## src/rtl/vlan_cls_pkg.sv

```systemverilog
package vlan_cls_pkg;

    localparam int VID_W   = 12;
    localparam int PRI_W   = 3;
    localparam int ETYPE_W = 16;
    localparam int TCI_W   = 16;
    localparam int CFG_W   = 32;

    // protocol entry, bit layout equals the write data layout
    typedef struct packed {
        logic               en;
        logic [PRI_W-1:0]   pri;
        logic [VID_W-1:0]   vid;
        logic [ETYPE_W-1:0] etype;
    } proto_ent_t;

    // port settings, bit layout equals the low half of the write data
    typedef struct packed {
        logic             tag_en;
        logic [PRI_W-1:0] pri;
        logic [VID_W-1:0] vid;
    } port_cfg_t;

    typedef enum logic [1:0] {
        SRC_PORT  = 2'd0,
        SRC_TAG   = 2'd1,
        SRC_PROTO = 2'd2
    } res_src_e;

    localparam port_cfg_t PORT_CFG_RST = '{tag_en: 1'b0, pri: '0, vid: 12'd1};

    function automatic logic [VID_W-1:0] tci_vid(input logic [TCI_W-1:0] tci);
        return tci[VID_W-1:0];
    endfunction

    function automatic logic [PRI_W-1:0] tci_pri(input logic [TCI_W-1:0] tci);
        return tci[TCI_W-1 -: PRI_W];
    endfunction

endpackage

```

## src/rtl/vlan_cls_table.sv

```systemverilog
module vlan_cls_table
    import vlan_cls_pkg::*;
#(
    parameter int NUM_PORTS = 4,
    parameter int NUM_ENT   = 4,
    localparam int PORT_W   = (NUM_PORTS > 1) ? $clog2(NUM_PORTS) : 1,
    localparam int IDX_W    = (NUM_ENT > 1) ? $clog2(NUM_ENT) : 1
) (
    input  logic                    clk,
    input  logic                    rst,
    input  logic                    cfg_we,
    input  logic [PORT_W-1:0]       cfg_port,
    input  logic                    cfg_kind,
    input  logic [IDX_W-1:0]        cfg_idx,
    input  logic [CFG_W-1:0]        cfg_wdata,
    input  logic [PORT_W-1:0]       rd_port,
    output proto_ent_t [NUM_ENT-1:0] rd_ent,
    output port_cfg_t               rd_cfg
);

    proto_ent_t ent_q  [NUM_PORTS][NUM_ENT];
    port_cfg_t  pcfg_q [NUM_PORTS];

    for (genvar p = 0; p < NUM_PORTS; p++) begin : g_port
        logic port_sel;
        assign port_sel = cfg_we && (cfg_port == PORT_W'(p));

        for (genvar e = 0; e < NUM_ENT; e++) begin : g_ent
            always_ff @(posedge clk) begin
                if (rst) begin
                    ent_q[p][e] <= '0;
                end else if (port_sel && !cfg_kind && cfg_idx == IDX_W'(e)) begin
                    ent_q[p][e] <= proto_ent_t'(cfg_wdata);
                end
            end
        end

        always_ff @(posedge clk) begin
            if (rst) begin
                pcfg_q[p] <= PORT_CFG_RST;
            end else if (port_sel && cfg_kind) begin
                pcfg_q[p] <= port_cfg_t'(cfg_wdata[$bits(port_cfg_t)-1:0]);
            end
        end
    end

    always_comb begin
        rd_cfg = PORT_CFG_RST;
        for (int p = 0; p < NUM_PORTS; p++) begin
            if (rd_port == PORT_W'(p)) rd_cfg = pcfg_q[p];
        end
    end

    for (genvar e = 0; e < NUM_ENT; e++) begin : g_rd
        always_comb begin
            rd_ent[e] = '0;
            for (int p = 0; p < NUM_PORTS; p++) begin
                if (rd_port == PORT_W'(p)) rd_ent[e] = ent_q[p][e];
            end
        end
    end

    // every entry is disabled coming out of reset
    a_r10_reset_disabled: assert property (@(posedge clk)
        rst |=> !rd_ent[0].en);

endmodule

```

## src/rtl/vlan_cls_match.sv

```systemverilog
module vlan_cls_match
    import vlan_cls_pkg::*;
#(
    parameter int NUM_ENT = 4,
    localparam int IDX_W  = (NUM_ENT > 1) ? $clog2(NUM_ENT) : 1
) (
    input  proto_ent_t [NUM_ENT-1:0] ent,
    input  logic [ETYPE_W-1:0]       etype,
    output logic                     hit,
    output logic [IDX_W-1:0]         hit_idx,
    output logic [VID_W-1:0]         hit_vid,
    output logic [PRI_W-1:0]         hit_pri
);

    logic [NUM_ENT-1:0] cmp;
    logic [NUM_ENT-1:0] first_oh;

    for (genvar e = 0; e < NUM_ENT; e++) begin : g_cmp
        assign cmp[e] = ent[e].en && (ent[e].etype == etype);
    end

    // isolate lowest set bit
    assign first_oh = cmp & (~cmp + NUM_ENT'(1));

    always_comb begin
        hit     = 1'b0;
        hit_idx = '0;
        hit_vid = '0;
        hit_pri = '0;
        for (int e = NUM_ENT - 1; e >= 0; e--) begin
            if (cmp[e]) begin
                hit     = 1'b1;
                hit_idx = IDX_W'(e);
                hit_vid = ent[e].vid;
                hit_pri = ent[e].pri;
            end
        end
    end

    // the reported index agrees with the isolated lowest match
    always_comb begin
        a_r6_lowest_wins: assert (!hit || first_oh[hit_idx]);
    end

    // the chosen entry is always an enabled one
    always_comb begin
        a_r7_enabled_only: assert (!hit || ent[hit_idx].en);
    end

endmodule

```

## src/rtl/vlan_cls_resolve.sv

```systemverilog
module vlan_cls_resolve
    import vlan_cls_pkg::*;
#(
    parameter int PORT_W = 2,
    parameter int IDX_W  = 2
) (
    input  logic              clk,
    input  logic              rst,
    input  logic              s1_valid,
    input  logic [PORT_W-1:0] s1_port,
    input  logic              s1_tag_use,
    input  logic [TCI_W-1:0]  s1_tci,
    input  logic              s1_hit,
    input  logic [IDX_W-1:0]  s1_idx,
    input  logic [VID_W-1:0]  s1_hvid,
    input  logic [PRI_W-1:0]  s1_hpri,
    input  logic [VID_W-1:0]  s1_dvid,
    input  logic [PRI_W-1:0]  s1_dpri,
    output logic              res_valid,
    output logic [PORT_W-1:0] res_port,
    output logic [VID_W-1:0]  res_vid,
    output logic [PRI_W-1:0]  res_pri,
    output res_src_e          res_src,
    output logic [IDX_W-1:0]  res_idx
);

    logic [VID_W-1:0] vid_d;
    logic [PRI_W-1:0] pri_d;
    res_src_e         src_d;
    logic [IDX_W-1:0] idx_d;

    always_comb begin
        if (s1_tag_use) begin
            vid_d = tci_vid(s1_tci);
            pri_d = tci_pri(s1_tci);
            src_d = SRC_TAG;
            idx_d = '0;
        end else if (s1_hit) begin
            vid_d = s1_hvid;
            pri_d = s1_hpri;
            src_d = SRC_PROTO;
            idx_d = s1_idx;
        end else begin
            vid_d = s1_dvid;
            pri_d = s1_dpri;
            src_d = SRC_PORT;
            idx_d = '0;
        end
    end

    always_ff @(posedge clk) begin
        if (rst) begin
            res_valid <= 1'b0;
            res_port  <= '0;
            res_vid   <= '0;
            res_pri   <= '0;
            res_src   <= SRC_PORT;
            res_idx   <= '0;
        end else begin
            res_valid <= s1_valid;
            if (s1_valid) begin
                res_port <= s1_port;
                res_vid  <= vid_d;
                res_pri  <= pri_d;
                res_src  <= src_d;
                res_idx  <= idx_d;
            end
        end
    end

    // a tag-sourced result never carries VLAN ID zero
    a_r4_tag_vid_nonzero: assert property (@(posedge clk) disable iff (rst)
        (res_valid && res_src == SRC_TAG) |-> (res_vid != '0));

    // index is zero unless a protocol entry supplied the result
    a_r8_idx_zero: assert property (@(posedge clk) disable iff (rst)
        (res_valid && res_src != SRC_PROTO) |-> (res_idx == '0));

endmodule

```

## src/rtl/vlan_cls_top.sv

```systemverilog
module vlan_cls_top
    import vlan_cls_pkg::*;
#(
    parameter int NUM_PORTS = 4,
    parameter int NUM_ENT   = 4,
    localparam int PORT_W   = (NUM_PORTS > 1) ? $clog2(NUM_PORTS) : 1,
    localparam int IDX_W    = (NUM_ENT > 1) ? $clog2(NUM_ENT) : 1
) (
    input  logic                clk,
    input  logic                rst,
    input  logic                hdr_valid,
    input  logic [PORT_W-1:0]   hdr_port,
    input  logic [ETYPE_W-1:0]  hdr_etype,
    input  logic                hdr_tagged,
    input  logic [TCI_W-1:0]    hdr_tci,
    input  logic                cfg_we,
    input  logic [PORT_W-1:0]   cfg_port,
    input  logic                cfg_kind,
    input  logic [IDX_W-1:0]    cfg_idx,
    input  logic [CFG_W-1:0]    cfg_wdata,
    output logic                res_valid,
    output logic [PORT_W-1:0]   res_port,
    output logic [VID_W-1:0]    res_vid,
    output logic [PRI_W-1:0]    res_pri,
    output logic [1:0]          res_src,
    output logic [IDX_W-1:0]    res_idx
);

    proto_ent_t [NUM_ENT-1:0] rd_ent;
    port_cfg_t                rd_cfg;
    logic                     m_hit;
    logic [IDX_W-1:0]         m_idx;
    logic [VID_W-1:0]         m_vid;
    logic [PRI_W-1:0]         m_pri;
    logic                     tag_use;

    vlan_cls_table #(.NUM_PORTS(NUM_PORTS), .NUM_ENT(NUM_ENT)) u_table (
        .clk       (clk),
        .rst       (rst),
        .cfg_we    (cfg_we),
        .cfg_port  (cfg_port),
        .cfg_kind  (cfg_kind),
        .cfg_idx   (cfg_idx),
        .cfg_wdata (cfg_wdata),
        .rd_port   (hdr_port),
        .rd_ent    (rd_ent),
        .rd_cfg    (rd_cfg)
    );

    vlan_cls_match #(.NUM_ENT(NUM_ENT)) u_match (
        .ent     (rd_ent),
        .etype   (hdr_etype),
        .hit     (m_hit),
        .hit_idx (m_idx),
        .hit_vid (m_vid),
        .hit_pri (m_pri)
    );

    assign tag_use = rd_cfg.tag_en && hdr_tagged && (tci_vid(hdr_tci) != '0);

    // stage 1: header plus table lookup
    logic              s1_valid;
    logic [PORT_W-1:0] s1_port;
    logic              s1_tag_use;
    logic [TCI_W-1:0]  s1_tci;
    logic              s1_hit;
    logic [IDX_W-1:0]  s1_idx;
    logic [VID_W-1:0]  s1_hvid;
    logic [PRI_W-1:0]  s1_hpri;
    logic [VID_W-1:0]  s1_dvid;
    logic [PRI_W-1:0]  s1_dpri;

    always_ff @(posedge clk) begin
        if (rst) begin
            s1_valid   <= 1'b0;
            s1_port    <= '0;
            s1_tag_use <= 1'b0;
            s1_tci     <= '0;
            s1_hit     <= 1'b0;
            s1_idx     <= '0;
            s1_hvid    <= '0;
            s1_hpri    <= '0;
            s1_dvid    <= '0;
            s1_dpri    <= '0;
        end else begin
            s1_valid <= hdr_valid;
            if (hdr_valid) begin
                s1_port    <= hdr_port;
                s1_tag_use <= tag_use;
                s1_tci     <= hdr_tci;
                s1_hit     <= m_hit;
                s1_idx     <= m_idx;
                s1_hvid    <= m_vid;
                s1_hpri    <= m_pri;
                s1_dvid    <= rd_cfg.vid;
                s1_dpri    <= rd_cfg.pri;
            end
        end
    end

    res_src_e src_w;

    vlan_cls_resolve #(.PORT_W(PORT_W), .IDX_W(IDX_W)) u_resolve (
        .clk        (clk),
        .rst        (rst),
        .s1_valid   (s1_valid),
        .s1_port    (s1_port),
        .s1_tag_use (s1_tag_use),
        .s1_tci     (s1_tci),
        .s1_hit     (s1_hit),
        .s1_idx     (s1_idx),
        .s1_hvid    (s1_hvid),
        .s1_hpri    (s1_hpri),
        .s1_dvid    (s1_dvid),
        .s1_dpri    (s1_dpri),
        .res_valid  (res_valid),
        .res_port   (res_port),
        .res_vid    (res_vid),
        .res_pri    (res_pri),
        .res_src    (src_w),
        .res_idx    (res_idx)
    );

    assign res_src = src_w;

    // cycles since reset release, saturating
    logic [1:0] warm_q;
    always_ff @(posedge clk) begin
        if (rst)                warm_q <= '0;
        else if (warm_q != 2'd2) warm_q <= warm_q + 2'd1;
    end

    // fixed two-cycle latency, one result per header
    a_r1_latency: assert property (@(posedge clk) disable iff (rst)
        (warm_q == 2'd2) |-> (res_valid == $past(hdr_valid, 2)));

    // the result carries the port of its header
    a_r1_port: assert property (@(posedge clk) disable iff (rst)
        (warm_q == 2'd2 && res_valid) |-> (res_port == $past(hdr_port, 2)));

    // no result straight out of reset
    a_r10_idle_after_reset: assert property (@(posedge clk)
        rst |=> !res_valid);

endmodule

```

## config.mk

```make
export PLATFORM = sky130hd
export DESIGN_NAME = vlan_cls_top
export DESIGN_NICKNAME = d
export VERILOG_FILES = /design/src/rtl/vlan_cls_pkg.sv /design/src/rtl/vlan_cls_table.sv /design/src/rtl/vlan_cls_match.sv /design/src/rtl/vlan_cls_resolve.sv /design/src/rtl/vlan_cls_top.sv
export SDC_FILE = /design/constraint.sdc
export NUM_CORES = 1
export LEC_CHECK = 0
export BUFFER_PORTS_ARGS = -buffer_cell sky130_fd_sc_hd__buf_2
export CAP_MARGIN = 20
export CORE_ASPECT_RATIO = 0.8
export CORE_UTILIZATION = 56
export DETAILED_ROUTE_END_ITERATION = 6
export GPL_TIMING_DRIVEN = 0
export MAX_ROUTING_LAYER = met4
export PLACE_DENSITY = 0.72
export RECOVER_POWER = 50
export SLEW_MARGIN = 40
export SYNTH_ARGS = -nofsm -noshare
export SYNTH_HDL_FRONTEND = slang
export SYNTH_HIERARCHICAL = 1
export SYNTH_SLANG_ARGS = --single-unit
```

## constraint.sdc

```tcl
create_clock -name clk -period 5.24 [get_ports clk]
set_input_delay 1.572 -clock clk [delete_from_list [all_inputs] [get_ports clk]]
set_output_delay 1.572 -clock clk [all_outputs]
set_load 0.01 [all_outputs]
```

==> out/metrics.yaml, run 1 <==
outcome:
  status: "complete, but fails checks"
  violations: "capacitance limit, slew limit, setup timing"
pwr:
  switchingPower_mw: 2.782
  p_int_mw: 8.712
  p_per_area_nw_per_um2: 348.0
  ir_drop_mv: 0.2482
  p_leak_nw: 10.34
  p_seq_frac: 0.522
  swShare: 0.2421
  p_total_mw: 11.49
  p_clk_frac: 0.379
  comb_power_share: 0.099
placement:
  io_buffers: 94
  pre_cts_ws_ns: -1.121
  hpwl_mm: 65.10
  place_congestion: 0.9443
cts:
  root_buffer: "clkbuf_16"
  cts_sinks: 650
  insertion_delay_ns: 0.65
  htreeDepth: 2
  clock_path_buffers: 3
  path_clk_slew_ns: 0.06
  cts_tree: "done"
  cts_hold_buf: 0
  cts_made_buffers: 61
drt:
  viasPerCell: 6.930
  drt_iter0_drc: 3137
  drc: 0
  wl_mm: 96.14
  ant_nets: 0
  dr.pass1.iters: 6
  wl_per_cell_um: 32.49
  vias: 20510
sta:
  max_freq_mhz: 186.3
  finalSetupTns_ns: -0.4002
  tightest_slew_ns: 2.814
  finalCritPeriodShare: 1.024
  setup_viol: 8
  post-route-min-period_ns: 5.368
  slew_viol_final: 176
  setup_ws_ns: -0.1279
  hold_viol: 0
  rsz0062_at_grt: "no"
  slew-limit-headroom: -0.8762
  skew_ns: 0.02614
yosys:
  ys_warn_count: 6
  syn_area_um2: 29660
  postSynthCellCount: 2045
  syn_nets: 2121
  avgSynthCellArea_um2: 14.50
worst_setup_path:
  max_stage_delay_ns: 0.63
  critPathCapture: "s1_hvid[3]"
  rr_worst_depth: 11
  crit_slowest_cell: "nor4_1"
  worst_ep_arrival_time_ns: 5.95
  regToRegSetupSlack_ns: 1.26
  r2r_start: "u_table/ent_q[1][192]"
  r2r_end: "s1_hvid[3]"
  required_ns: 5.82
  critPathLaunchType: "input port"
  startpoint: "hdr_port[0]"
  crit_family: "simple AND/OR/NAND/NOR gates"
  cpMostUsedCell: "buf_2"
  endpoint_kind: "register"
  path_class: "in2reg"
  path_depth: 14
  path_buf_inv: 5
  crit_chain: "buf_2 -> buf_2 -> buf_4 -> mux4_2 -> xnor2_2 -> nand4_1 -> nor4_1 -> nand3_2 -> nor2b_1 -> buf_2 -> buf_6 -> a32oi_1 -> mux2i_1 -> nor2_1"
  path_max_fanout: 10
hold_path:
  min_path_cells: 2
  hold_path.class: "reg2reg"
final_layout:
  area_growth_pct: 11.35
  nets: 2298
  final_util: 0.6307
  drive_gt1_frac: 0.2125
floorplanning:
  rows: 75
  coreArea_um2: 52360
  die_area_um2: 53900
  die_height_um: 207.8
  initial_core_util: 0.5665
  die_w_um: 259.3
  io_pins: 98
flow_run:
  max_cap_violations: 9
grt:
  antenna_found_initial: 2
  grt_overflow: 0
  grt_pass1_wl_mm: 136.9
  track_usage: 0.3705
  grt_pass1_vias: 19930
  grt_max_degree: 33
==> placed cells by master (no fill, tap or decap), drive strengths merged, types with 16 or more instances in the layout <==
master,n
mux4,144
clkinv,17
nor2,55
o21bai,16
nor3,573
xnor2,45
edfxtp,576
dfxtp,74
buf,149
inv,37
nand4b,19
mux2i,68
clkbuf,288
nand2,52
nand2b,20
xor2,19
==> registers in the layout, indices dropped and copies added (netlist names), 3 cells and up <==
| signal | cells |
|---|---|
| u_table/ent_q | 512 |
| u_table/pcfg_q | 64 |
| s1_tci | 15 |
| s1_dvid | 12 |
| s1_hvid | 12 |
| u_resolve/res_vid | 12 |
| s1_dpri | 3 |
| s1_hpri | 3 |
| u_resolve/res_pri | 3 |
==> worst min path at each step <==
| stage | start | to |
|---|---|---|
| after global placement | u_resolve/res_src[1] | u_resolve/res_src[1] |
| after global routing | u_resolve/res_src[1] | u_resolve/res_src[1] |
| after detailed placement | u_resolve/res_idx[1] | u_resolve/res_idx[1] |
| final | u_resolve/res_src[1] | u_resolve/res_src[1] |
| after CTS | u_resolve/res_idx[1] | u_resolve/res_idx[1] |
| after floorplan | s1_hit | s1_hit |
==> per-stage QoR <==
| step | hold slack [ns] | cell area, um2 | instances |
|---|---|---|---|
| finish | 0.4788 | 33030 | 2959 |
| CTS | 0.4750 | 33570 | 2955 |
| floorplan | 0.4546 | 29660 | 2045 |
| global placement | 0.4570 | 31000 | 2832 |
| global route | 0.5071 | 33030 | 2959 |
| detailed placement | 0.4635 | 31600 | 2849 |
==> metal layers <==
metal / routed length [um] / GRT usage / share of wire / up-vias
li1: - / - / - / 8238
met1: 34720 / 0.5025 / 0.36 / 10210
met2: 41520 / 0.5176 / 0.43 / 1786
met3: 15240 / 0.1214 / 0.16 / 277
met4: 4665 / 0.1471 / 0.049 / 0
met5: 0 / - / 0 / -
==> tightest hold or removal path, delay by kind of cell, from the launching register on <==
| kind | cells | cell delay, ns |
|---|---|---|
| flops | 1 | 0.31 |
| compound gates | 1 | 0.06 |
| simple gates | 1 | 0.07 |
==> final cells by class <==
| class | instances | area (um2) |
|---|---|---|
| diodes | 2 | 5.005 |
| plain buffers | 245 | 1084 |
| clock buffers | 78 | 1662 |
| clock inverters | 27 | 242.7 |
| fillers | 3951 | 19340 |
| inverters | 33 | 123.9 |
| multi-input cells | 1117 | 9438 |
| flip-flops and latches | 650 | 18780 |
| well taps | 693 | 867.1 |
| repair buffers | 114 | 827.0 |
==> power groups by stage <==
stage | registers, mW | logic (mW) | clock network, mW
after floorplan | 6.07 | 0.657 | 0
after global placement | 6.10 | 1.04 | 0
after detailed placement | 6.10 | 1.11 | 0
after CTS | 5.99 | 1.12 | 4.37
after global routing | 6.02 | 1.16 | 4.56
final | 6.00 | 1.13 | 4.36
==> what timing repair did <==
| action | in CTS | in global routing |
|---|---|---|
| resized for setup | 15 | 5 |
| pin swaps | 1 | 1 |
| setup buffers | 1 | 1 |
| cloned | 0 | 0 |
| endpoints found under the setup margin | 14 | 11 |
(Power assumes the default switching activity.)
==> run 2, diff against run 1 <==
--- a/config.mk
+++ b/config.mk
@@ -7,7 +7,7 @@
 export LEC_CHECK = 0
 export BUFFER_PORTS_ARGS = -buffer_cell sky130_fd_sc_hd__buf_2
 export CAP_MARGIN = 20
-export CORE_ASPECT_RATIO = 0.8
+export CORE_ASPECT_RATIO = 0.5
 export CORE_UTILIZATION = 56
 export DETAILED_ROUTE_END_ITERATION = 6
 export GPL_TIMING_DRIVEN = 0
==> run 2 against run 1 <==
- the flow finishes with violations (capacitance limit, slew limit)
- hold slack got worse by 0.0021 ns
- wire length is 2.1% lower
- flip-flop and latch count did not move
- global-route usage fell by 0.88 points
- design area shrank 1.2%
- die area about the same
- setup slack better by 0.23 ns
- combinational power is essentially flat
- cell count about the same
- via count decreased by 1.6%
- clock power is 7.8% lower
- critical endpoint is now s1_hvid[5]
- largest power group unchanged
- highest routed layer unchanged
==> out/metrics.yaml, run 2 (synthesis results as in run 1) <==
grt:
  grt_pass1_wl_mm: 134.4
  antenna_found_initial: 1
  grt_pass1_vias: 19770
  track_usage: 0.3617
  grt_overflow: 0
  grt_max_degree: 33
sta:
  tightest_slew_ns: 2.590
  hold_viol: 0
  skew_ns: 0.02783
  setup_viol: 0
  max_freq_mhz: 194.6
  slew-limit-headroom: -0.7450
  rsz0062_at_grt: "no"
  slew_viol_final: 229
  post-route-min-period_ns: 5.138
  finalCritPeriodShare: 0.9804
drt:
  drt_iter0_drc: 3137
  drc: 0
  dr.pass1.iters: 6
  viasPerCell: 6.820
  wl_per_cell_um: 31.82
  ant_nets: 0
  wl_mm: 94.12
  vias: 20170
pwr:
  switchingPower_mw: 2.711
  ir_drop_mv: 0.2316
  p_leak_nw: 10.16
  p_clk_frac: 0.362
  p_int_mw: 8.414
  swShare: 0.2437
  p_seq_frac: 0.539
  p_per_area_nw_per_um2: 340.9
  comb_power_share: 0.099
floorplanning:
  rows: 59
  die_area_um2: 53950
  die_height_um: 164.7
  initial_core_util: 0.5691
  coreArea_um2: 52120
  io_pins: 98
  die_w_um: 327.5
worst_setup_path:
  critPathLaunchType: "input port"
  worst_ep_arrival_time_ns: 5.67
  startpoint: "hdr_port[1]"
  endpoint_kind: "register"
  required_ns: 5.78
  path_max_fanout: 10
  r2r_start: "u_table/ent_q[1][32]"
  path_class: "in2reg"
outcome:
  status: "complete, but fails checks"
  violations: "capacitance limit, slew limit"
cts:
  cts_made_buffers: 56
  clock_path_buffers: 3
  cts_tree: "done"
  path_clk_slew_ns: 0.06
  htreeDepth: 2
  insertion_delay_ns: 0.62
  cts_sinks: 650
  root_buffer: "clkbuf_16"
final_layout:
  final_util: 0.6262
  top_regs: "u_table/ent_q (512), u_table/pcfg_q (64), s1_tci (15)"
  layout_commonest_cell: "edfxtp_1"
  nets: 2289
  largest_register_ffs: 512
  area_growth_pct: 10.02
  drive_gt1_frac: 0.2101
  top_register: "u_table/ent_q"
  final_cell_mix: "edfxtp_1, nor3_1, clkbuf_1, mux4_2, buf_2"
  final_cell_count_no_fill: 2958
  final_area_um2: 32630
flow_run:
  max_cap_violations: 9
placement:
  place_area_um2: 31440
  io_buffers: 94
  hpwl_mm: 64.93
  place_congestion: 0.9848
  dpl.cell_count: 2853
hold_path:
  hold_path.class: "reg2reg"
  min-delay-start: "u_resolve/res_idx[0]"
run 2: cell count changes in the layout (fill, tap and decap cells not counted), moves of 5 or more:
cell and change:
clkbuf_2 +9, buf_16 -8, nor3_1 +8, nor3_2 -8, a32oi_2 +5, clkbuf_16 -5
run 2: layer usage:
| layer | vias up | global-route usage | wire length, um |
|---|---|---|---|
| met5 | - | - | 0 |
| met4 | 0 | 0.08836 | 2665 |
| met3 | 217 | 0.1510 | 17090 |
| met2 | 1702 | 0.5065 | 40090 |
| met1 | 10030 | 0.4890 | 34280 |
| li1 | 8225 | - | - |
run 2: final cells by class:
type,count,area [um2]
Clock buffer,77,1531
Multi-Input combinational cell,1117,9430
Sequential cell,650,18780
Buffer,245,1096
Tap cell,701,877.1
Inverter,33,123.9
Timing Repair Buffer,110,620.6
Fill cell,3949,19480
Clock inverter,24,173.9
Antenna cell,1,2.502
run 2: worst paths after layout:
path | endpoint | slack (ns) | depth (start not counted)
worst min-delay path | u_resolve/res_idx[0] | 0.48 | 2
worst max register to register | s1_hvid[4] | 1.64 | 11
worst min register to register | u_resolve/res_idx[0] | 0.48 | 2
worst max-delay path | s1_hvid[5] | 0.10 | 15
run 2: critical path: stages:
cell and delay, ns:
buf_2 0.10, buf_2 0.38, buf_2 0.40, clkbuf_1 0.56
mux4_2 0.45, xor2_1 0.19, nor4_1 0.31, nand4_1 0.20
nor4_4 0.17, buf_4 0.22, clkbuf_2 0.31, nand2_1 0.14
a32oi_2 0.40, mux2i_1 0.13, nor2_1 0.10
run 2: metrics by stage:
| stage | power (mW) | setup WS, ns | hold WS [ns] | TNS [ns] |
|---|---|---|---|---|
| final | 11.13 | 0.1025 | 0.4767 | 0 |
| after global routing | 11.40 | 0.02786 | 0.4951 | 0 |
| after CTS | 11.12 | 0.03096 | 0.4703 | 0 |
| after detailed placement | 7.193 | -0.9360 | 0.4592 | -11.76 |
| after global placement | 7.143 | -2.713 | 0.4580 | -334.05 |
| after floorplan | 6.727 | 0.03472 | 0.4546 | 0 |
run 2: what timing repair did:
item,CTS,global route
gates resized for setup,6,14
pin swaps,2,1
hold buffers,0,0
setup buffers,1,2
endpoints found under the setup margin,9,11
run 2: power by group through the flow:
| stage | clock network, mW | logic (mW) | registers, mW |
|---|---|---|---|
| 2_1_floorplan | 0 | 0.657 | 6.07 |
| 3_3_place_gp | 0 | 1.04 | 6.11 |
| 3_5_place_dp | 0 | 1.09 | 6.10 |
| 4_1_cts | 4.04 | 1.09 | 5.99 |
| 5_1_grt | 4.25 | 1.13 | 6.02 |
| 6_report | 4.02 | 1.10 | 6.00 |
==> run 3, diff against run 2 <==
--- a/config.mk
+++ b/config.mk
@@ -10,7 +10,7 @@
 export CORE_ASPECT_RATIO = 0.5
 export CORE_UTILIZATION = 56
 export DETAILED_ROUTE_END_ITERATION = 6
-export GPL_TIMING_DRIVEN = 0
+export GPL_TIMING_DRIVEN = 1
 export MAX_ROUTING_LAYER = met4
 export PLACE_DENSITY = 0.72
 export RECOVER_POWER = 50
==> run 3 against run 2 <==
- the flow still finishes with violations (capacitance limit, slew limit)
- critical path depth is 11 lower
- flip-flop and latch count is the same
- power is 0.47% lower
- clock skew is 0.011 ns higher
- critical endpoint is now u_table/ent_q[1][79]
- highest routed layer unchanged
==> out/metrics.yaml, run 3 (synthesis results as in run 1) <==
outcome:
  status: "complete, but fails checks"
  violations: "capacitance limit, slew limit"
pwr:
  ir_drop_mv: 0.2502
  p_per_area_nw_per_um2: 345.1
  p_leak_nw: 9.969
grt:
  grt_max_degree: 129
  grt_pass1_wl_mm: 114.3
  track_usage: 0.2975
  antenna_found_initial: 1
  grt_overflow: 0
  grt_pass1_vias: 17690
worst_setup_path:
  r2r_start: "u_table/ent_q[1][224]"
  rr_worst_depth: 12
  path_class: "in2reg"
  path_max_fanout: 128
  worst_ep_arrival_time_ns: 4.79
  required_ns: 5.44
  regToRegSetupSlack_ns: 1.90
  critPathLaunchType: "input port"
  r2r_end: "s1_hvid[5]"
  endpoint_kind: "register"
drt:
  wl_mm: 76.63
  drc: 0
  viasPerCell: 6.472
  drt_iter0_drc: 2079
  dr.pass1.iters: 7
  wl_per_cell_um: 27.46
  ant_nets: 0
  vias: 18060
sta:
  slew-limit-headroom: -1.360
  slew_viol_final: 718
  finalCritPeriodShare: 0.8760
  setup_viol: 0
  rsz0062_at_grt: "no"
  hold_viol: 0
  tightest_slew_ns: 3.540
  post-route-min-period_ns: 4.590
  finalSetupTns_ns: 0
  max_freq_mhz: 217.9
  skew_ns: 0.03848
cts:
  cts.repair.resized: 0
  cts_hold_buf: 0
  htreeDepth: 2
  cts_made_buffers: 56
  post-cts-setup-buffers: 0
  cts_tree: "done"
  root_buffer: "clkbuf_16"
  path_clk_slew_ns: 0.06
  cts_sinks: 650
  insertion_delay_ns: 0.63
  clock_path_buffers: 3
final_layout:
  antenna_cells: 0
  top_regs: "u_table/ent_q (512), u_table/pcfg_q (64), s1_tci (15)"
  nets: 2118
  top_register: "u_table/ent_q"
  layout_commonest_cell: "edfxtp_1"
  final_util: 0.6157
  drive_gt1_frac: 0.2187
  largest_register_ffs: 512
  area_growth_pct: 8.188
  final_cell_mix: "edfxtp_1, nor3_1, mux4_2, buf_2, dfxtp_1"
placement:
  place_congestion: 0.7902
  hpwl_mm: 44.41
  io_buffers: 96
hold_path:
  hold_path.class: "reg2reg"
  min-delay-start: "u_resolve/res_src[1]"
  holdPathEnd: "u_resolve/res_src[1]"
  min_path_cells: 2
floorplanning:
  rows: 59
  initial_core_util: 0.5691
  die_area_um2: 53950
  io_pins: 98
  die_height_um: 164.7
  coreArea_um2: 52120
  die_w_um: 327.5
flow_run:
  max_cap_violations: 11
run 3: area by class of cell:
| class | instances | area [um2] |
|---|---|---|
| fill | 3941 | 20030 |
| multi-input combinational | 1117 | 9310 |
| clock buffer | 69 | 1481 |
| clock inverter | 37 | 284.0 |
| tap | 701 | 877.1 |
| inverter | 33 | 123.9 |
| sequential | 650 | 18780 |
| timing repair buffer | 184 | 1234 |
run 3: how the worst max path moves through the flow:
| stage | startpoint | to | slack, ns | cells after the start |
|---|---|---|---|---|
| 2_1_floorplan | cfg_port[1] | u_table/ent_q[0][0] | 0.03 | 4 |
| 3_3_place_gp | hdr_port[0] | s1_hit | 0.28 | 12 |
| 3_5_place_dp | hdr_port[0] | s1_idx[1] | 0.26 | 12 |
| 4_1_cts | hdr_port[0] | s1_hvid[4] | 0.87 | 13 |
| 5_1_grt | cfg_we | u_table/ent_q[0][201] | 0.59 | 4 |
| 6_report | cfg_we | u_table/ent_q[1][79] | 0.65 | 4 |
run 3: layer usage:
metal,up-vias,wire [um],GRT usage
met3,91,7935,0.05837
met5,-,0,-
met2,944,35480,0.4487
met4,0,1358,0.06054
met1,9142,31860,0.4250
li1,7885,-,-
run 3: through the flow:
stage,std cells,setup WS (ns),instance area (um2),total power [mW],hold WS [ns]
finish,2791,0.6500,32090,11.07,0.4838
global route,2791,0.5863,32090,11.40,0.5082
CTS,2790,0.8699,32660,11.12,0.4870
detailed placement,2684,0.2579,30890,7.097,0.4755
global placement,2682,0.2781,30820,7.066,0.4669
floorplan,2045,0.03472,29660,6.727,0.4546
run 3: critical path, stage by stage:
cell       delay [ns]
clkbuf_1         0.25
nand4bb_4        0.19
clkbuf_2         2.37
nor3_1           0.17
run 3: where the power goes:
part	total, mW	internal, mW	switching (mW)
registers	5.99	5.91	0.0792
clock network	4.10	2.21	1.89
logic	0.982	0.353	0.629
total	11.1	8.47	2.60
